--- src/rtl/i2c_regmap_pkg.sv ---
// Package: shared types and constants for the I2C register-map target.
// Assumes a byte-wide register space and the standard 9-clock byte frame.
package i2c_regmap_pkg;

    // Protocol engine states
    typedef enum logic [2:0] {
        ST_IDLE  = 3'd0,   // bus free or after STOP
        ST_ADDR  = 3'd1,   // receiving the address byte
        ST_AACK  = 3'd2,   // acknowledging our address
        ST_WBYTE = 3'd3,   // receiving a write byte
        ST_WACK  = 3'd4,   // acknowledging a write byte, commit point
        ST_RBYTE = 3'd5,   // shifting out a read byte
        ST_RACK  = 3'd6,   // waiting for the master's acknowledge
        ST_IGN   = 3'd7    // ignoring the bus until START/STOP
    } tgt_state_t;

    localparam int BYTE_W = 8;

endpackage

--- src/rtl/i2c_line_sync.sv ---
// Module: i2c_line_sync
// Brings SCL and SDA into the system clock domain through two flops each,
// then compares them with a third registered copy to produce one-cycle
// pulses for SCL edges and for START / STOP conditions.
// Assumes the system clock oversamples SCL by a wide margin.
module i2c_line_sync #(
    parameter int SYNC_STAGES = 2
) (
    input  logic clk,
    input  logic rst_n,
    input  logic scl_i,
    input  logic sda_i,
    output logic scl_s,
    output logic sda_s,
    output logic scl_rise,
    output logic scl_fall,
    output logic start_evt,
    output logic stop_evt
);

    logic [SYNC_STAGES-1:0] scl_pipe;
    logic [SYNC_STAGES-1:0] sda_pipe;
    logic                   scl_q;
    logic                   sda_q;

    // Synchronizer chains; idle bus level is high
    always_ff @(posedge clk) begin
        if (!rst_n) begin
            scl_pipe <= '1;
            sda_pipe <= '1;
        end else begin
            scl_pipe <= {scl_pipe[SYNC_STAGES-2:0], scl_i};
            sda_pipe <= {sda_pipe[SYNC_STAGES-2:0], sda_i};
        end
    end

    assign scl_s = scl_pipe[SYNC_STAGES-1];
    assign sda_s = sda_pipe[SYNC_STAGES-1];

    // Previous-sample register for edge detection
    always_ff @(posedge clk) begin
        if (!rst_n) begin
            scl_q <= 1'b1;
            sda_q <= 1'b1;
        end else begin
            scl_q <= scl_s;
            sda_q <= sda_s;
        end
    end

    // Edge and bus-condition decode
    always_comb begin
        scl_rise  = scl_s & ~scl_q;
        scl_fall  = ~scl_s & scl_q;
        start_evt = scl_s & scl_q & sda_q & ~sda_s;
        stop_evt  = scl_s & scl_q & ~sda_q & sda_s;
    end

endmodule

--- src/rtl/i2c_regmap_store.sv ---
// Module: i2c_regmap_store
// Holds the general RAM and the time snapshot bank, and serves the read mux.
// Locations below N_TIME map to the snapshot on read and to the external
// time-write strobe on write; the rest map to RAM.
// Assumes N_TIME is a power of two and smaller than N_LOC.
module i2c_regmap_store #(
    parameter int N_LOC  = 64,
    parameter int N_TIME = 8,
    localparam int PTR_W = $clog2(N_LOC),
    localparam int TA_W  = $clog2(N_TIME),
    localparam int N_RAM = N_LOC - N_TIME
) (
    input  logic                 clk,
    input  logic                 rst_n,
    input  logic [N_TIME*8-1:0]  live_time_i,
    input  logic                 snap_req,
    input  logic                 wr_en,
    input  logic [PTR_W-1:0]     wr_addr,
    input  logic [7:0]           wr_data,
    input  logic [PTR_W-1:0]     rd_addr,
    output logic [7:0]           rd_data,
    output logic                 time_wr_en_o,
    output logic [TA_W-1:0]      time_wr_addr_o,
    output logic [7:0]           time_wr_data_o
);

    localparam logic [PTR_W-1:0] TIME_TOP = PTR_W'(N_TIME);

    logic [7:0]       ram  [N_RAM];
    logic [7:0]       snap [N_TIME];
    logic [PTR_W-1:0] wr_ram_idx;
    logic [PTR_W-1:0] rd_ram_idx;
    logic             wr_is_time;

    assign wr_is_time = (wr_addr < TIME_TOP);
    assign wr_ram_idx = wr_addr - TIME_TOP;
    assign rd_ram_idx = rd_addr - TIME_TOP;

    // Snapshot bank: one byte register per time location
    for (genvar k = 0; k < N_TIME; k++) begin : g_snap
        always_ff @(posedge clk) begin
            if (!rst_n)
                snap[k] <= '0;
            else if (snap_req)
                snap[k] <= live_time_i[k*8 +: 8];
        end
    end

    // General RAM write port
    always_ff @(posedge clk) begin
        if (!rst_n) begin
            for (int i = 0; i < N_RAM; i++) ram[i] <= '0;
        end else if (wr_en && !wr_is_time) begin
            ram[wr_ram_idx] <= wr_data;
        end
    end

    // Read mux: time locations come from the snapshot, others from RAM
    always_comb begin
        if (rd_addr < TIME_TOP)
            rd_data = snap[rd_addr[TA_W-1:0]];
        else
            rd_data = ram[rd_ram_idx];
    end

    // Time-location writes leave the block as a strobe
    always_comb begin
        time_wr_en_o   = wr_en && wr_is_time;
        time_wr_addr_o = wr_addr[TA_W-1:0];
        time_wr_data_o = wr_data;
    end

    // a snapshot request captures the live time on the next edge
    p_snap_copy_r4: assert property (@(posedge clk) disable iff (!rst_n)
        snap_req |=> (snap[0] == $past(live_time_i[7:0])));

endmodule

--- src/rtl/i2c_target_engine.sv ---
// Module: i2c_target_engine
// Bit and byte protocol engine: address match, acknowledge generation,
// pointer handling, write commit and read shifting.
// Assumes clean one-cycle event pulses from i2c_line_sync and no clock
// stretching.
module i2c_target_engine
    import i2c_regmap_pkg::*;
#(
    parameter logic [6:0] DEV_ADDR = 7'h68,
    parameter int         N_LOC    = 64,
    localparam int        PTR_W    = $clog2(N_LOC)
) (
    input  logic             clk,
    input  logic             rst_n,
    input  logic             pwr_fail,
    input  logic             scl_s,
    input  logic             sda_s,
    input  logic             scl_rise,
    input  logic             scl_fall,
    input  logic             start_evt,
    input  logic             stop_evt,
    input  logic [7:0]       rd_data,
    output logic [PTR_W-1:0] ptr,
    output logic             wr_en,
    output logic [7:0]       wr_data,
    output logic             snap_req,
    output logic             sda_oe
);

    localparam logic [PTR_W-1:0] PTR_LAST = PTR_W'(N_LOC - 1);

    tgt_state_t state;
    logic [2:0] bit_cnt;
    logic       full;
    logic [7:0] shreg;
    logic [7:0] tx;
    logic       need_ptr;
    logic       ptr_step;

    // Commit and pointer-step decode
    always_comb begin
        wr_en    = !pwr_fail && (state == ST_WACK) && scl_rise && !need_ptr;
        ptr_step = wr_en ||
                   (!pwr_fail && (state == ST_RBYTE) && scl_fall && (bit_cnt == 3'd7));
        snap_req = start_evt || stop_evt || (ptr_step && (ptr == PTR_LAST));
        wr_data  = shreg;
    end

    // Protocol state machine
    always_ff @(posedge clk) begin
        if (!rst_n) begin
            state    <= ST_IDLE;
            bit_cnt  <= '0;
            full     <= 1'b0;
            shreg    <= '0;
            tx       <= '0;
            need_ptr <= 1'b0;
            ptr      <= '0;
            sda_oe   <= 1'b0;
        end else if (pwr_fail) begin
            state  <= ST_IDLE;
            sda_oe <= 1'b0;
        end else if (start_evt) begin
            state   <= ST_ADDR;
            bit_cnt <= '0;
            full    <= 1'b0;
            sda_oe  <= 1'b0;
        end else if (stop_evt) begin
            state  <= ST_IDLE;
            sda_oe <= 1'b0;
        end else begin
            if (ptr_step) ptr <= ptr + 1'b1;
            unique case (state)
                ST_ADDR, ST_WBYTE: begin
                    if (scl_rise) begin
                        shreg   <= {shreg[6:0], sda_s};
                        bit_cnt <= bit_cnt + 1'b1;
                        full    <= (bit_cnt == 3'd7);
                    end else if (scl_fall && full) begin
                        full <= 1'b0;
                        if (state == ST_WBYTE) begin
                            sda_oe <= 1'b1;
                            state  <= ST_WACK;
                        end else if (shreg[7:1] == DEV_ADDR) begin
                            sda_oe   <= 1'b1;
                            need_ptr <= ~shreg[0];
                            state    <= ST_AACK;
                        end else begin
                            state <= ST_IGN;
                        end
                    end
                end
                ST_AACK: begin
                    if (scl_fall) begin
                        bit_cnt <= '0;
                        if (shreg[0]) begin
                            tx     <= rd_data;
                            sda_oe <= ~rd_data[7];
                            state  <= ST_RBYTE;
                        end else begin
                            sda_oe <= 1'b0;
                            state  <= ST_WBYTE;
                        end
                    end
                end
                ST_WACK: begin
                    if (scl_rise && need_ptr) begin
                        ptr      <= shreg[PTR_W-1:0];
                        need_ptr <= 1'b0;
                    end else if (scl_fall) begin
                        sda_oe <= 1'b0;
                        state  <= ST_WBYTE;
                    end
                end
                ST_RBYTE: begin
                    if (scl_fall) begin
                        if (bit_cnt == 3'd7) begin
                            sda_oe  <= 1'b0;
                            bit_cnt <= '0;
                            state   <= ST_RACK;
                        end else begin
                            bit_cnt <= bit_cnt + 1'b1;
                            tx      <= {tx[6:0], 1'b0};
                            sda_oe  <= ~tx[6];
                        end
                    end
                end
                ST_RACK: begin
                    if (scl_rise && sda_s) begin
                        state <= ST_IGN;
                    end else if (scl_fall) begin
                        tx     <= rd_data;
                        sda_oe <= ~rd_data[7];
                        state  <= ST_RBYTE;
                    end
                end
                default: ;
            endcase
        end
    end

    // power-fail silences the SDA driver on the next edge
    p_pf_quiet_r9: assert property (@(posedge clk) disable iff (!rst_n)
        pwr_fail |=> !sda_oe);

    // a STOP always leaves SDA released
    p_stop_release_r7: assert property (@(posedge clk) disable iff (!rst_n)
        stop_evt |=> !sda_oe);

    // a commit happens only while acknowledging with SCL high
    p_commit_in_ack_r8: assert property (@(posedge clk) disable iff (!rst_n)
        wr_en |-> (sda_oe && scl_s));

    // stepping past the last location lands on location zero
    p_ptr_wrap_r3: assert property (@(posedge clk) disable iff (!rst_n)
        (ptr_step && (ptr == PTR_LAST) && !start_evt && !stop_evt) |=> (ptr == '0));

    // an ignored transfer never drives the bus
    p_ign_quiet_r11: assert property (@(posedge clk) disable iff (!rst_n)
        (state == ST_IGN) |-> !sda_oe);

endmodule

--- src/rtl/i2c_regmap_target.sv ---
// Module: i2c_regmap_target (top)
// I2C target with a 64-location register space: eight snapshot-read time
// locations written through an external strobe, and general RAM above.
// Assumes SCL/SDA inputs carry the wired-AND bus levels.
module i2c_regmap_target #(
    parameter logic [6:0] DEV_ADDR = 7'h68,
    parameter int         N_LOC    = 64,
    parameter int         N_TIME   = 8,
    localparam int        PTR_W    = $clog2(N_LOC),
    localparam int        TA_W     = $clog2(N_TIME)
) (
    input  logic                clk,
    input  logic                rst_n,
    input  logic                scl_i,
    input  logic                sda_i,
    output logic                sda_oe_o,
    input  logic                pwr_fail_i,
    input  logic [N_TIME*8-1:0] live_time_i,
    output logic                time_wr_en_o,
    output logic [TA_W-1:0]     time_wr_addr_o,
    output logic [7:0]          time_wr_data_o
);

    logic             scl_s, sda_s, scl_rise, scl_fall, start_evt, stop_evt;
    logic [7:0]       rd_data;
    logic [PTR_W-1:0] ptr;
    logic             wr_en;
    logic [7:0]       wr_data;
    logic             snap_req;

    i2c_line_sync #(.SYNC_STAGES(2)) u_sync (
        .clk       (clk),
        .rst_n     (rst_n),
        .scl_i     (scl_i),
        .sda_i     (sda_i),
        .scl_s     (scl_s),
        .sda_s     (sda_s),
        .scl_rise  (scl_rise),
        .scl_fall  (scl_fall),
        .start_evt (start_evt),
        .stop_evt  (stop_evt)
    );

    i2c_target_engine #(.DEV_ADDR(DEV_ADDR), .N_LOC(N_LOC)) u_engine (
        .clk       (clk),
        .rst_n     (rst_n),
        .pwr_fail  (pwr_fail_i),
        .scl_s     (scl_s),
        .sda_s     (sda_s),
        .scl_rise  (scl_rise),
        .scl_fall  (scl_fall),
        .start_evt (start_evt),
        .stop_evt  (stop_evt),
        .rd_data   (rd_data),
        .ptr       (ptr),
        .wr_en     (wr_en),
        .wr_data   (wr_data),
        .snap_req  (snap_req),
        .sda_oe    (sda_oe_o)
    );

    i2c_regmap_store #(.N_LOC(N_LOC), .N_TIME(N_TIME)) u_store (
        .clk            (clk),
        .rst_n          (rst_n),
        .live_time_i    (live_time_i),
        .snap_req       (snap_req),
        .wr_en          (wr_en),
        .wr_addr        (ptr),
        .wr_data        (wr_data),
        .rd_addr        (ptr),
        .rd_data        (rd_data),
        .time_wr_en_o   (time_wr_en_o),
        .time_wr_addr_o (time_wr_addr_o),
        .time_wr_data_o (time_wr_data_o)
    );

endmodule

--- config.mk ---
export PLATFORM = sky130hd
export DESIGN_NAME = i2c_regmap_target
export DESIGN_NICKNAME = d
export VERILOG_FILES = /design/src/rtl/i2c_regmap_pkg.sv /design/src/rtl/i2c_line_sync.sv /design/src/rtl/i2c_regmap_store.sv /design/src/rtl/i2c_target_engine.sv /design/src/rtl/i2c_regmap_target.sv
export SDC_FILE = /design/constraint.sdc
export NUM_CORES = 1
export LEC_CHECK = 0
export BUFFER_PORTS_ARGS = -buffer_cell sky130_fd_sc_hd__buf_4
export CAP_MARGIN = 25
export CORE_MARGIN = 2
export CORE_UTILIZATION = 50
export CTS_BUF_LIST = sky130_fd_sc_hd__clkbuf_8
export DETAILED_ROUTE_END_ITERATION = 8
export PLACE_DENSITY_LB_ADDON = 0.12
export SKIP_LAST_GASP = 1
export SLEW_MARGIN = 20
export SYNTH_ARGS = -nofsm -noshare
export SYNTH_HDL_FRONTEND = slang
export SYNTH_SLANG_ARGS = --single-unit
--- constraint.sdc ---
create_clock -name clk -period 3.82 [get_ports clk]
set_input_delay 0.382 -clock clk [delete_from_list [all_inputs] [get_ports clk]]
set_output_delay 0.382 -clock clk [all_outputs]
set_load 0.01 [all_outputs]
# Yosys cells after proc, flatten, opt, wreduce, memory -nomap -nowiden
# Memory sizes are Yosys's and may differ from the RTL's. A register that Yosys moved wholly into a read port is not among the register bits.
# Cells that the tools add are included.
# word_totals
ramBits,512
latchBits,0
memories,2
regBits,36
word_cells,197
romBits,0
output_inout_bits,13
inputBits,69
# memory_table
name,depth,width,read_ports,rd_ports_with_merged_regs,wr,line_no,rtl
u_store.ram,56,8,1,0,56,i2c_regmap_store.sv:29,logic [7:0] ram [N_RAM];
u_store.snap,8,8,1,1,8,i2c_regmap_store.sv:30,logic [7:0] snap [N_TIME];
# op_classes
magnitude_cmp,1
bitwise,26
mul,0
n_eq_ne,37
div_mod_pow,0
shift,0
n_addsub,3
n_reduce_logical,38
muxes,77
# op_table
cell,n
8-bit 2-to-1 mux,10
3-bit 2-to-1 mux,20
7-bit 2-to-1 mux,6
1-bit 2-to-1 mux,32
9-bit AND reduction,3
6-bit 2-to-1 mux,4
7-bit one-hot mux with 3 select lines,1
10-bit AND reduction,2
"2-bit by 1-bit != test with 1-bit output, second input constant",8
"4-bit by 1-bit != test with 1-bit output, second input constant",4
"3-bit by 1-bit != test with 1-bit output, second input constant",5
3-bit one-hot mux with 5 select lines,1
"2-bit != test, second input constant",7
"3-bit == test, second input constant",4
1-bit logical AND,12
1-bit NOT,11
3-bit one-hot mux with 3 select lines,1
"4-bit by 2-bit != test with 1-bit output, second input constant",2
1-bit bitwise OR,8
8-bit OR reduction,1
1-bit bitwise AND,7
"7-bit == test, second input constant",1
7-bit nonzero test,1
"6-bit by 1-bit adder with 6-bit output, second input constant",1
other kinds (22),30

# Longest topological paths before layout
# Gate-level depths: netlist of run 1.
# depth
word_depth,11
ltp_mapped,12
mapped_depth_nobuf,8

# Cells and area by module
# Synthesis of run 1 repeated with hierarchy kept, for this count alone.
# unflattened
hier_cells,1922
hier_area_um2,28497.3
# modules_own_cells
module,seq_area_each_um2,n_inst,cells_each,area_each_um2
i2c_regmap_store,17296.6,1,1678,26439.1
i2c_target_engine,600.6,1,228,1868.0
i2c_line_sync,120.1,1,16,190.2

# Worst setup path after synthesis of run 1
# No wires, ideal clock.
# synth_timing
kind,reg2reg
from,reg u_engine.bit_cnt[0]
to,"mem u_store.snap[0][0], enable pin"
synth_period_minus_slack_ns,3.362
path_slack_ns,0.458
t_required_ns,3.131
t_arrival_ns,2.673
setup_ns,0.689
stages_incl_launch_ff,8
n_path_buf,0
path_cell_list,dfxtp_1 > ha_1 > ha_1 > and4b_1 > a22oi_2 > nor4_2 > a31oi_1 > nand2_1
# synth_rtl
element,line_no,rtl
start: declaration,i2c_target_engine.sv:33,logic [2:0] bit_cnt;
start signal: assignment,i2c_target_engine.sv:77,bit_cnt <= bit_cnt + 1'b1;
start signal: assignment,i2c_target_engine.sv:122,bit_cnt <= bit_cnt + 1'b1;
end: declaration,i2c_regmap_store.sv:30,

# Worst setup path in the final report of run 1
# layout_timing
from,reg u_engine.ptr[4]
to,reg u_engine.tx[0]
# layout_via
elab_chain_len,6
word_cells_on_any_way,9
cone_classes,add/sub (1); order compare (1); mux (6); memory (1)
# layout_lines
element,line_no,rtl
start: declaration,i2c_target_engine.sv:23,"output logic [PTR_W-1:0] ptr,"
start signal: assignment,i2c_target_engine.sv:72,if (ptr_step) ptr <= ptr + 1'b1;
start signal: assignment,i2c_target_engine.sv:108,ptr <= shreg[PTR_W-1:0];
6-bit by 4-bit subtractor with 6-bit output,i2c_regmap_store.sv:37,assign rd_ram_idx = rd_addr - TIME_TOP;
memory read 56 x 8 bit,--,
8-bit 2-to-1 mux (*),i2c_regmap_store.sv:60,if (rd_addr < TIME_TOP)
7-bit 2-to-1 mux (on tied branches),"i2c_target_engine.sv:131, i2c_target_engine.sv:96",
7-bit 2-to-1 mux (on tied branches),"i2c_target_engine.sv:129, i2c_target_engine.sv:94",
7-bit one-hot mux with 3 select lines (*),i2c_target_engine.sv:73,unique case (state)
end signal: assignment,i2c_target_engine.sv:97,tx <= rd_data;
end signal: assignment,i2c_target_engine.sv:123,"tx <= {tx[6:0], 1'b0};"
end signal: assignment,i2c_target_engine.sv:132,tx <= rd_data;
end: declaration,i2c_target_engine.sv:36,logic [7:0] tx;
# Every way passes the cells marked *; elsewhere a longest branch is shown, timed or not. The select of a mux whose other input is x is not followed.
# A chain may end at the register's enable or synchronous reset.

==> results of run 1 <==
[what timing repair did]
item	4_1_cts	5_1_grt
hold endpoints to repair	67	0
hold buffers	67	0
endpoints found under the setup margin	0	0
[metrics by stage]
step                utilization, %  hold WS, ns
floorplan                        -       0.3863
global placement             53.74       0.4035
detailed placement           53.80       0.4099
CTS                          58.35      0.08587
global route                 58.35       0.1152
finish                       58.35       0.1295
[layout make-up]
type / instances / area [um^2] / area share, %
well taps: 748 / 935.9 / 2.906
flip-flops and latches: 615 / 18090 / 56.17
repair buffers: 254 / 2128 / 6.607
inverters: 9 / 33.78 / 0.1049
multi-input cells: 1126 / 9178 / 28.49
clock inverters: 79 / 437.9 / 1.360
clock buffers: 102 / 1404 / 4.358
[critical path, delay by kind of cell (launching register included)]
family / cells / cell delay (ns)
AOI/OAI and AO/OA: 2 / 0.58
adders and majority gates: 1 / 0.50
buffers and inverters: 1 / 0.09
DFF: 1 / 0.42
and+or+nand+nor: 4 / 1.52
[cells in the final DEF, fill, tap and decap left out, types with 4 or more instances in the layout]
master         count
mux2_2             6
nor3_2             4
a22o_1             4
o22ai_1            8
nor2_1           104
buf_12             4
nor3_1            71
nor2_2             4
inv_1             39
nor2b_1            6
dlygate4sd3_1     67
and3_1             4
mux2i_1           18
nand3_1           12
nand4_1           17
clkinvlp_4         5
o21ai_0           69
nand2b_1          11
dfxtp_2            7
buf_4            182
clkinv_2          15
a31oi_1            4
edfxtp_1         576
a211oi_1           5
and2_1           459
ha_1               5
a221oi_1           5
clkinv_1          21
dfxtp_1           30
nand2_1           39
mux4_2           142
a22oi_1           55
a21oi_1           23
clkbuf_8         102
[how the worst max path moves through the flow]
stage	slack, ns	start	cells past startpoint	to
after floorplan	0.46	u_engine.bit_cnt[0]	7	u_store.snap[0][0]
after global placement	0.45	u_engine.ptr[4]	8	u_engine.tx[0]
after detailed placement	0.68	pwr_fail_i	6	u_store.ram[61][0]
after CTS	0.67	u_sync.scl_pipe[1]	5	u_store.ram[61][0]
final	0.61	u_engine.ptr[4]	8	u_engine.tx[0]
after global routing	0.44	u_engine.state[1]	5	u_store.ram[61][3]
[power groups by stage]
stage	logic, uW	registers (uW)	clock network, uW
final	497	7720	5380
after global routing	530	7740	5770
after CTS	496	7720	5480
after detailed placement	441	7860	0
after global placement	435	7850	0
after floorplan	243	7810	0
[cells by family after synthesis]
family,after synthesis
buffers and inverters,169
XOR/XNOR,4
flip-flops,615
multiplexers,166
AND/OR/NAND/NOR,754
adder cells (fa/ha/maj),5
AO/OA/AOI/OAI,197
[state kept, by name (all words and copies together) (netlist names), 2 cells and up, named ones only]
| signal | flops |
|---|---|
| u_store.snap | 64 |
| u_engine.state | 3 |
| u_engine.bit_cnt | 3 |
| u_sync.sda_pipe | 2 |
| u_store.ram | 512 |
| u_engine.tx | 7 |
| u_sync.scl_pipe | 2 |
| u_engine.ptr | 6 |
| u_engine.wr_data | 8 |
[routing by layer]
metal / track usage (%) / part of all wire (%) / up-vias
met4: 8.187 / 2.8 / 0
met3: 4.381 / 6.4 / 131
met2: 39.98 / 47 / 643
li1: - / - / 7569
met5: 0 / 0 / -
met1: 36.18 / 43 / 8682
==> summary.txt, run 1 <==
Critical path
  – Reg2reg end: u_engine.tx[0]
  – Critical Path Fanout Max: 16
  – Crit path arrival time: 3.80 ns
  – Data required, critical path: approximately 4.4 ns
  – Crit path kind: reg -> reg
  – Max stage delay on crit path: approximately 0.84 ns
  – CP cell instances: inv_1 -> ha_1 -> nor2b_1 -> and2_1 -> a22oi_1 -> nand4_1 -> nand2_1 -> a311oi_1
  – CP startpoint kind: flop
  – Reg2reg start: u_engine.ptr[4]
  – R2R Setup Slk: around 0.61 ns
  – Slowest-stage cell, CP: and2_1
  – Critical path endpoint category: flop
  – R2R depth: 8

Synthesis
  – Top_reg_cell synth: edfxtp_1
  – Adder-cell share of the synthesized area: less than 1%
  – Syn Area/Cell: 14.65 um^2
  – Cells after Synth: between 1,500 and 2,000
  – Post-synth ARST share: 0%
  – Synth top area share: about three fifths
  – Yosys reg bits: 615
  – Most common cell in the synthesized netlist: edfxtp_1
  – Library cells used by synthesis: 67
  – Post-synth top area cell: edfxtp_1
  – Post-synth top cells: edfxtp_1, and2_1, mux4_2, nor2_1, clkbuf_1
  – Xor/xnor share of the synthesized area: less than 1%
  – Seq/Total Area, Yosys: ~65%
  – Yosys Warn Count: 0
  – Simple logic cell fraction of the synthesized area: about 16%
  – Mux cell area share after synthesis: 12.31%
  – Post-synth EDFFs: approximately 580
  – Combinational family with the most area after synthesis: simple AND/OR/NAND/NOR gates
  – Syn Std Cell Area: ~28,000 um^2
  – Synth top area cells: edfxtp_1, mux4_2, and2_1
  – Synth Area in Compound Gates: 4.547%
  – Syn Nets: approximately 2,000

Placed design
  – DP HPWL: between 40 and 50 mm
  – # placed instances: 2,685
  – Place WS: just under 0.7 ns
  – Placed instance area: 29,700 um^2
  – Port bufs: just over 80
  – GP Congestion: around 0.86

Min path
  – Hold crit path type: in -> reg
  – Hold path cells: 4
  – Hold_sp: pwr_fail_i
  – Hold endpoint: u_engine.need_ptr

Floorplanning
  – Die boundary height: roughly 240 um
  – Core ar.: between 50,000 and 60,000 um^2
  – # IOs: about 80
  – Die ar.: 57,880 um^2
  – Starting Density: 50.70%
  – Die X: 240.6 um
  – Cell row count: 86

Route
  – Via count: roughly 17,000
  – Avg Vias per Cell: roughly 5.8
  – Total routed wirelength: just over 70 mm
  – DR WL/cell: between 20 and 25 um
  – DRC errors left: 0
  – Number of routed nets with antenna violations: 0
  – First DRT Iteration DRCs: 1,779
  – Drt first pass iters: 6

CTS
  – H-tree lvl count: 3
  – Root buf cell: clkbuf_8
  – Post-CTS setup buffers: 0
  – CTS buffer count: between 100 and 150
  – Clk buf depth: 3
  – Worst-skew pair later-pin latency: between 0.7 and 0.8 ns
  – # resized after CTS: 0
  – CTS tree: yes
  – Reg clk slew, reported paths: 0.06 ns
  – Clock sinks: just over 600

Final layout
  – Fin nets: 2,181
  – Finished Cell Area: 32,210 um^2
  – Non-filler instance count after layout: slightly below 3,000
  – Diode count: 0
  – Area Overhead vs Synth: 15.09%
  – Fraction of layout cells with a size suffix above 1: 22.56%
  – Fillers: roughly 4,300

GRT
  – Vias in the first global route: about 17,000
  – First-pass GRT wire length: between 100 and 150 mm
  – Largest net degree at the start of global routing: 73
  – GRT overflow: 0
  – Initial antenna violation count: 0
  – GRT Total Usage: about a quarter

Timing
  – Final Cycle Share: between 80 and 90%
  – Final setup margin: 0.6114 ns
  – Setup TNS: 0 ns
  – RSZ-0062 raised after global routing: false
  – Final-report hold violation count: 0
  – Final Skew: roughly 0.028 ns
  – Final Setup Violations: 0
  – Slew headroom: 33.00%
  – Final Max Tran Viols: 0
  – Worst slew pin tran: approximately 1 ns
  – Peak Freq: ~310 MHz
  – Final min period: approximately 3.2 ns

Power and ir drop
  – P_leak: 0.01095 uW
  – Reg power frac: a little under three fifths
  – Sw Share: approximately 22%
  – Clock network power share: between 30% and 40%
  – Int Pwr: approximately 11,000 uW
  – Pwr Total: 13,590 uW
  – Total net switching power: 3016 uW
  – Maximum VDD drop: approximately 0.33 mV
  – Comb pwr share: 3.7%
  – PD cells: between 400 and 500 nW/um^2

Run
  – Max-Cap Viols: 0

Outcome
  – Status: finished clean
Note: power is estimated with default switching activity, not from simulation.
==> run 2: changes to the inputs <==
==> constraint.sdc (replaced) <==
create_clock -name clk -period 2.9 [get_ports clk]
set_input_delay 0.29 -clock clk [delete_from_list [all_inputs] [get_ports clk]]
set_output_delay 0.29 -clock clk [all_outputs]
set_load 0.01 [all_outputs]
==> summary.txt, run 2 (synthesis results as in run 1) <==
Outcome
  – Status: finished clean

Placed design
  – # placed instances: 2,742
  – Port bufs: 81
  – DP HPWL: 47.34 mm
  – Place WS: ~0.16 ns
  – GP Congestion: approximately 0.91

CTS
  – CTS buffer count: 104
  – Post-CTS setup buffers: 0
  – H-tree lvl count: 3
  – Root buf cell: clkbuf_8
  – Clock sinks: roughly 620
  – Clk buf depth: 3
  – CTS tree: yes
  – Reg clk slew, reported paths: around 0.06 ns
  – Worst-skew pair later-pin latency: 0.71 ns

Critical path
  – Critical Path Fanout Max: 9
  – Crit path kind: reg -> reg
  – Reg2reg start: u_engine.ptr[4]
  – Crit path arrival time: ~3.2 ns
  – R2R depth: 8
  – Data required, critical path: 3.51 ns
  – R2R Setup Slk: about 0.30 ns
  – Reg2reg end: u_engine.tx[0]
  – CP startpoint kind: flop
  – Critical path endpoint category: flop

Route
  – Number of routed nets with antenna violations: 0
  – First DRT Iteration DRCs: approximately 1,500
  – DRC errors left: 0
  – DR WL/cell: roughly 24 um
  – Drt first pass iters: 6
  – Via count: about 17,000
  – Total routed wirelength: 72.91 mm
  – Avg Vias per Cell: approximately 5.7

Floorplanning
  – # IOs: 82
  – Die ar.: a little under 60,000 um^2
  – Core ar.: ~55,000 um^2
  – Die boundary height: 240.6 um
  – Starting Density: between 50% and 60%
  – Cell row count: 86
  – Die X: between 200 and 250 um

Final layout
  – Fraction of layout cells with a size suffix above 1: ~24%
  – Fillers: 4,335
  – Commonest non-fill, non-tap cells in the layout: edfxtp_1, and2_1, buf_4
  – Multi-input logic area: roughly 9200 um^2
  – Register area: 18,090 um^2
  – Area Overhead vs Synth: 16.93%
  – Largest register FFs: 512
  – Non-filler instance count after layout: between 3,000 and 4,000
  – Commonest non-fill, non-tap cell in the layout: edfxtp_1
  – Fin nets: approximately 2,200
  – Largest Register: u_store.ram

Power and ir drop
  – Maximum VDD drop: 0.3651 mV
  – P_leak: ~0.011 uW
  – PD cells: 542.1 nW/um^2
  – Pwr Total: 17,740 uW

Timing
  – Final setup margin: roughly 0.3 ns
  – Final Cycle Share: around nine tenths
  – Final min period: 2.601 ns
  – RSZ-0062 raised after global routing: false
  – Final Setup Violations: 0
  – Setup TNS: 0 ns
  – Slew headroom: between 40% and 50%
  – Peak Freq: just under 400 MHz
  – Final Max Tran Viols: 0
  – Worst slew pin tran: between 0.8 and 0.9 ns
  – Final-report hold violation count: 0
  – Final Skew: between 0.02 and 0.025 ns

GRT
  – GRT overflow: 0
  – Initial antenna violation count: 2
  – First-pass GRT wire length: around 110 mm
  – Vias in the first global route: 17,860
  – Largest net degree at the start of global routing: 69
  – GRT Total Usage: between 20% and 30%

Min path
  – Hold path cells: 3
  – Hold endpoint: u_sync.sda_pipe[0]
  – Hold_sp: sda_i
  – Hold crit path type: in -> reg

Run
  – Max-Cap Viols: 0
[run 2: changes by cell type in the layout (fill, tap and decap cells not counted), sizes merged]
cell         delta
diode           +2
clkinvlp        -2
bufinv          -3
clkbuf          +3
clkinv          +1
inv             +9
buf            +58
dlygate4sd3     +1
[run 2: through the flow]
step,instance area [um^2],hold WS [ns],utilization (%)
after floorplan,27990,0.3863,-
after global placement,30210,0.4089,54.73
after detailed placement,30210,0.4186,54.73
after CTS,32690,0.2742,59.22
after global routing,32720,0.3195,59.28
final,32720,0.3325,59.28
[run 2: critical path: stages (launching register included)]
cell      delay [ns]
dfxtp_1         0.40
inv_1           0.11
ha_1            0.49
nand2_1         0.11
nor2_1          0.59
buf_4           0.27
a22o_1          0.17
a21oi_1         0.10
a311oi_1        0.27
[run 2: how the worst max path moves through the flow]
stage / from / to / slack, ns / depth (start not counted)
after floorplan: u_engine.ptr[3] / u_store.ram[43][0] / -0.13 / 9
after global placement: u_engine.bit_cnt[0] / u_store.snap[1][2] / 0.28 / 8
after detailed placement: u_engine.bit_cnt[0] / u_store.snap[2][4] / 0.16 / 8
after CTS: u_engine.bit_cnt[0] / u_store.snap[0][7] / 0.14 / 8
after global routing: u_engine.bit_cnt[0] / u_store.snap[4][2] / 0.10 / 9
final: u_engine.ptr[4] / u_engine.tx[0] / 0.30 / 8
[run 2: cell type report]
| type | count | share of cell area [%] |
|---|---|---|
| sequential | 615 | 55.29 |
| multi-input combinational | 1126 | 28.05 |
| timing repair buffer | 313 | 8.182 |
| clock buffer | 105 | 4.416 |
| tap | 748 | 2.860 |
| clock inverter | 84 | 1.078 |
| inverter | 9 | 0.1032 |
| antenna | 2 | 0.01529 |
[run 2: power by group]
group / leakage [uW] / switching [uW] / total, uW / internal (uW)
logic: 0.00437 / 377 / 722 / 344
clock network: 0.00106 / 3500 / 6860 / 3360
registers: 0.00588 / 112 / 10200 / 10000
[run 2: what timing repair did]
item,CTS,global route
setup endpoints to repair,0,1
endpoints found under the hold margin,72,0
gates resized for setup,0,1
hold buffers,68,0
[run 2: metal layers]
layer	vias up	track usage, %	wire length (um)
li1	7715	-	-
met1	8661	35.70	30870
met2	642	41.29	34380
met3	167	4.655	4788
met4	0	10.58	2869
met5	-	0	0
==> run 3: changes to the inputs <==
--- a/config.mk
+++ b/config.mk
@@ -12,6 +12,7 @@
 export CTS_BUF_LIST = sky130_fd_sc_hd__clkbuf_8
 export DETAILED_ROUTE_END_ITERATION = 8
 export PLACE_DENSITY_LB_ADDON = 0.12
+export REMOVE_ABC_BUFFERS = 1
 export SKIP_LAST_GASP = 1
 export SLEW_MARGIN = 20
 export SYNTH_ARGS = -nofsm -noshare
==> summary.txt, run 3 (synthesis results as in run 1) <==
Power and ir drop
  – Clock network power share: roughly 40%
  – Comb pwr share: 3.8%
  – PD cells: 550.5 nW/um^2
  – Sw Share: 21.83%
  – Total net switching power: ~4000 uW
  – Pwr Total: 18,100 uW
  – Reg power frac: around 56%
  – Maximum VDD drop: 0.3108 mV
  – P_leak: about 0.011 uW
  – Int Pwr: 14,150 uW

CTS
  – Reg clk slew, reported paths: around 0.06 ns
  – H-tree lvl count: 3
  – Worst-skew pair later-pin latency: just over 0.7 ns
  – Clock sinks: 615
  – CTS tree: yes
  – CTS buffer count: ~100
  – Post-CTS setup buffers: 0
  – Clk buf depth: 3
  – Root buf cell: clkbuf_8

Final layout
  – Fillers: 4,276
  – Register area: approximately 18,000 um^2
  – Fraction of layout cells with a size suffix above 1: between 20% and 30%
  – Largest Register: u_store.ram
  – Area Overhead vs Synth: 17.50%
  – Multi-input logic area: just over 9000 um^2
  – Largest register FFs: about 510
  – Final core utilization: between 50 and 60%
  – Commonest non-fill, non-tap cell in the layout: edfxtp_1
  – Commonest non-fill, non-tap cells in the layout: edfxtp_1, and2_1, buf_4
  – Fin nets: around 2,300

GRT
  – Initial antenna violation count: 1
  – First-pass GRT wire length: around 110 mm
  – GRT overflow: 0
  – Vias in the first global route: 17,850
  – Largest net degree at the start of global routing: about 70
  – GRT Total Usage: 26.05%

Timing
  – Worst slew pin tran: ~0.88 ns
  – Final Skew: around 0.042 ns
  – Setup TNS: 0 ns
  – Final Setup Violations: 0
  – Final min period: between 2 and 3 ns
  – RSZ-0062 raised after global routing: false
  – Slew headroom: around 41%
  – Peak Freq: approximately 360 MHz
  – Final-report hold violation count: 0
  – Final Cycle Share: between 90% and 100%
  – Final Max Tran Viols: 0

Critical path
  – CP startpoint kind: flop
  – Data required, critical path: roughly 3.3 ns
  – Critical path endpoint category: flop
  – Slowest-stage cell, CP: dfxtp_1
  – Most used cell, CP: buf_4
  – Critical Path Fanout Max: 9
  – CP cell instances: nor3b_4 -> nand4_1 -> nor2_2 -> nand2_1 -> buf_4 -> o21ai_0 -> buf_4
  – Max stage delay on crit path: between 0.4 and 0.5 ns
  – Crit path kind: reg -> reg
  – Crit path arrival time: around 3.1 ns

Placed design
  – GP Congestion: 0.8964
  – Port bufs: 81
  – DP HPWL: roughly 46 mm

Route
  – DR WL/cell: 24.50 um
  – Total routed wirelength: 73.78 mm
  – DRC errors left: 0
  – Number of routed nets with antenna violations: 0
  – First DRT Iteration DRCs: roughly 1,600
  – Avg Vias per Cell: roughly 5.7
  – Drt first pass iters: 5
  – Via count: between 15,000 and 20,000

Floorplanning
  – Cell row count: 86
  – Starting Density: 50.70%
  – Core ar.: 55,200 um^2
  – Die ar.: between 50,000 and 60,000 um^2
  – Die X: about 240 um
  – # IOs: 82
  – Die boundary height: approximately 240 um

Outcome
  – Status: finished clean

Run
  – Max-Cap Viols: 0

Min path
  – Hold crit path type: in -> reg
[run 3: changes by cell type in the layout (fill, tap and decap cells not counted), moves of 3 or more]
cell and delta:
inv_1 -9, bufinv_16 +3, o21ai_1 -5, buf_4 +16, buf_12 -3, o21ai_0 +5, clkinv_1 -6, clkbuf_8 +5
clkinv_2 +8
[run 3: final timing paths]
path	startpoint	endpoint	slack (ns)	depth (start not counted)
hold reg to reg	u_sync.sda_pipe[0]	u_sync.sda_pipe[1]	0.41	1
setup / recovery	u_engine.state[2]	u_store.ram[50][3]	0.14	7
hold / removal	rst_n	u_sync.sda_q	0.11	3
setup reg to reg	u_engine.state[2]	u_store.ram[50][3]	0.14	7
[run 3: per-stage QoR]
step | setup WS, ns | hold WS [ns] | cells | area, um^2
floorplan | -6.303 | 0.3630 | 1750 | 27280
global placement | 0.1476 | 0.4055 | 2754 | 30260
detailed placement | 0.04830 | 0.4006 | 2754 | 30260
CTS | 0.01623 | 0.06324 | 3008 | 32850
global route | 0.01952 | 0.09554 | 3011 | 32890
finish | 0.1410 | 0.1130 | 3011 | 32890
[run 3: final cells by class]
| class | instances | area share (%) |
|---|---|---|
| flip-flops and latches | 615 | 55.02 |
| well taps | 748 | 2.846 |
| clock buffers | 110 | 4.604 |
| multi-input cells | 1126 | 27.91 |
| clock inverters | 77 | 1.214 |
| repair buffers | 325 | 8.294 |
| diodes | 1 | 0.007609 |
| inverters | 9 | 0.1027 |
[run 3: routing by layer]
metal / global-route usage (%) / share of wire (%)
met1: 35.55 / 42
met4: 9.543 / 3.3
met3: 5.536 / 7.2
met2: 41.58 / 47
met5: 0 / 0
[run 3: critical path, delay by kind of cell, from the launching register on]
family / cells / cell delay, ns
and+or+nand+nor: 4 / 1.29
buffers and inverters: 2 / 0.50
AOI/OAI and AO/OA: 1 / 0.18
DFF: 1 / 0.47
[run 3: power by group through the flow]
stage	clock, uW	combinational, uW	sequential [uW]
CTS	7360	692	10200
detailed placement	0	616	10300
floorplan	0	301	10300
finish	7250	695	10200
global route	7760	739	10200
global placement	0	610	10300
[run 3: timing repair]
| action | 4_1_cts | 5_1_grt |
|---|---|---|
| hold buffers | 67 | 0 |
| gates resized for setup | 0 | 0 |
| endpoints found under the hold margin | 67 | 0 |
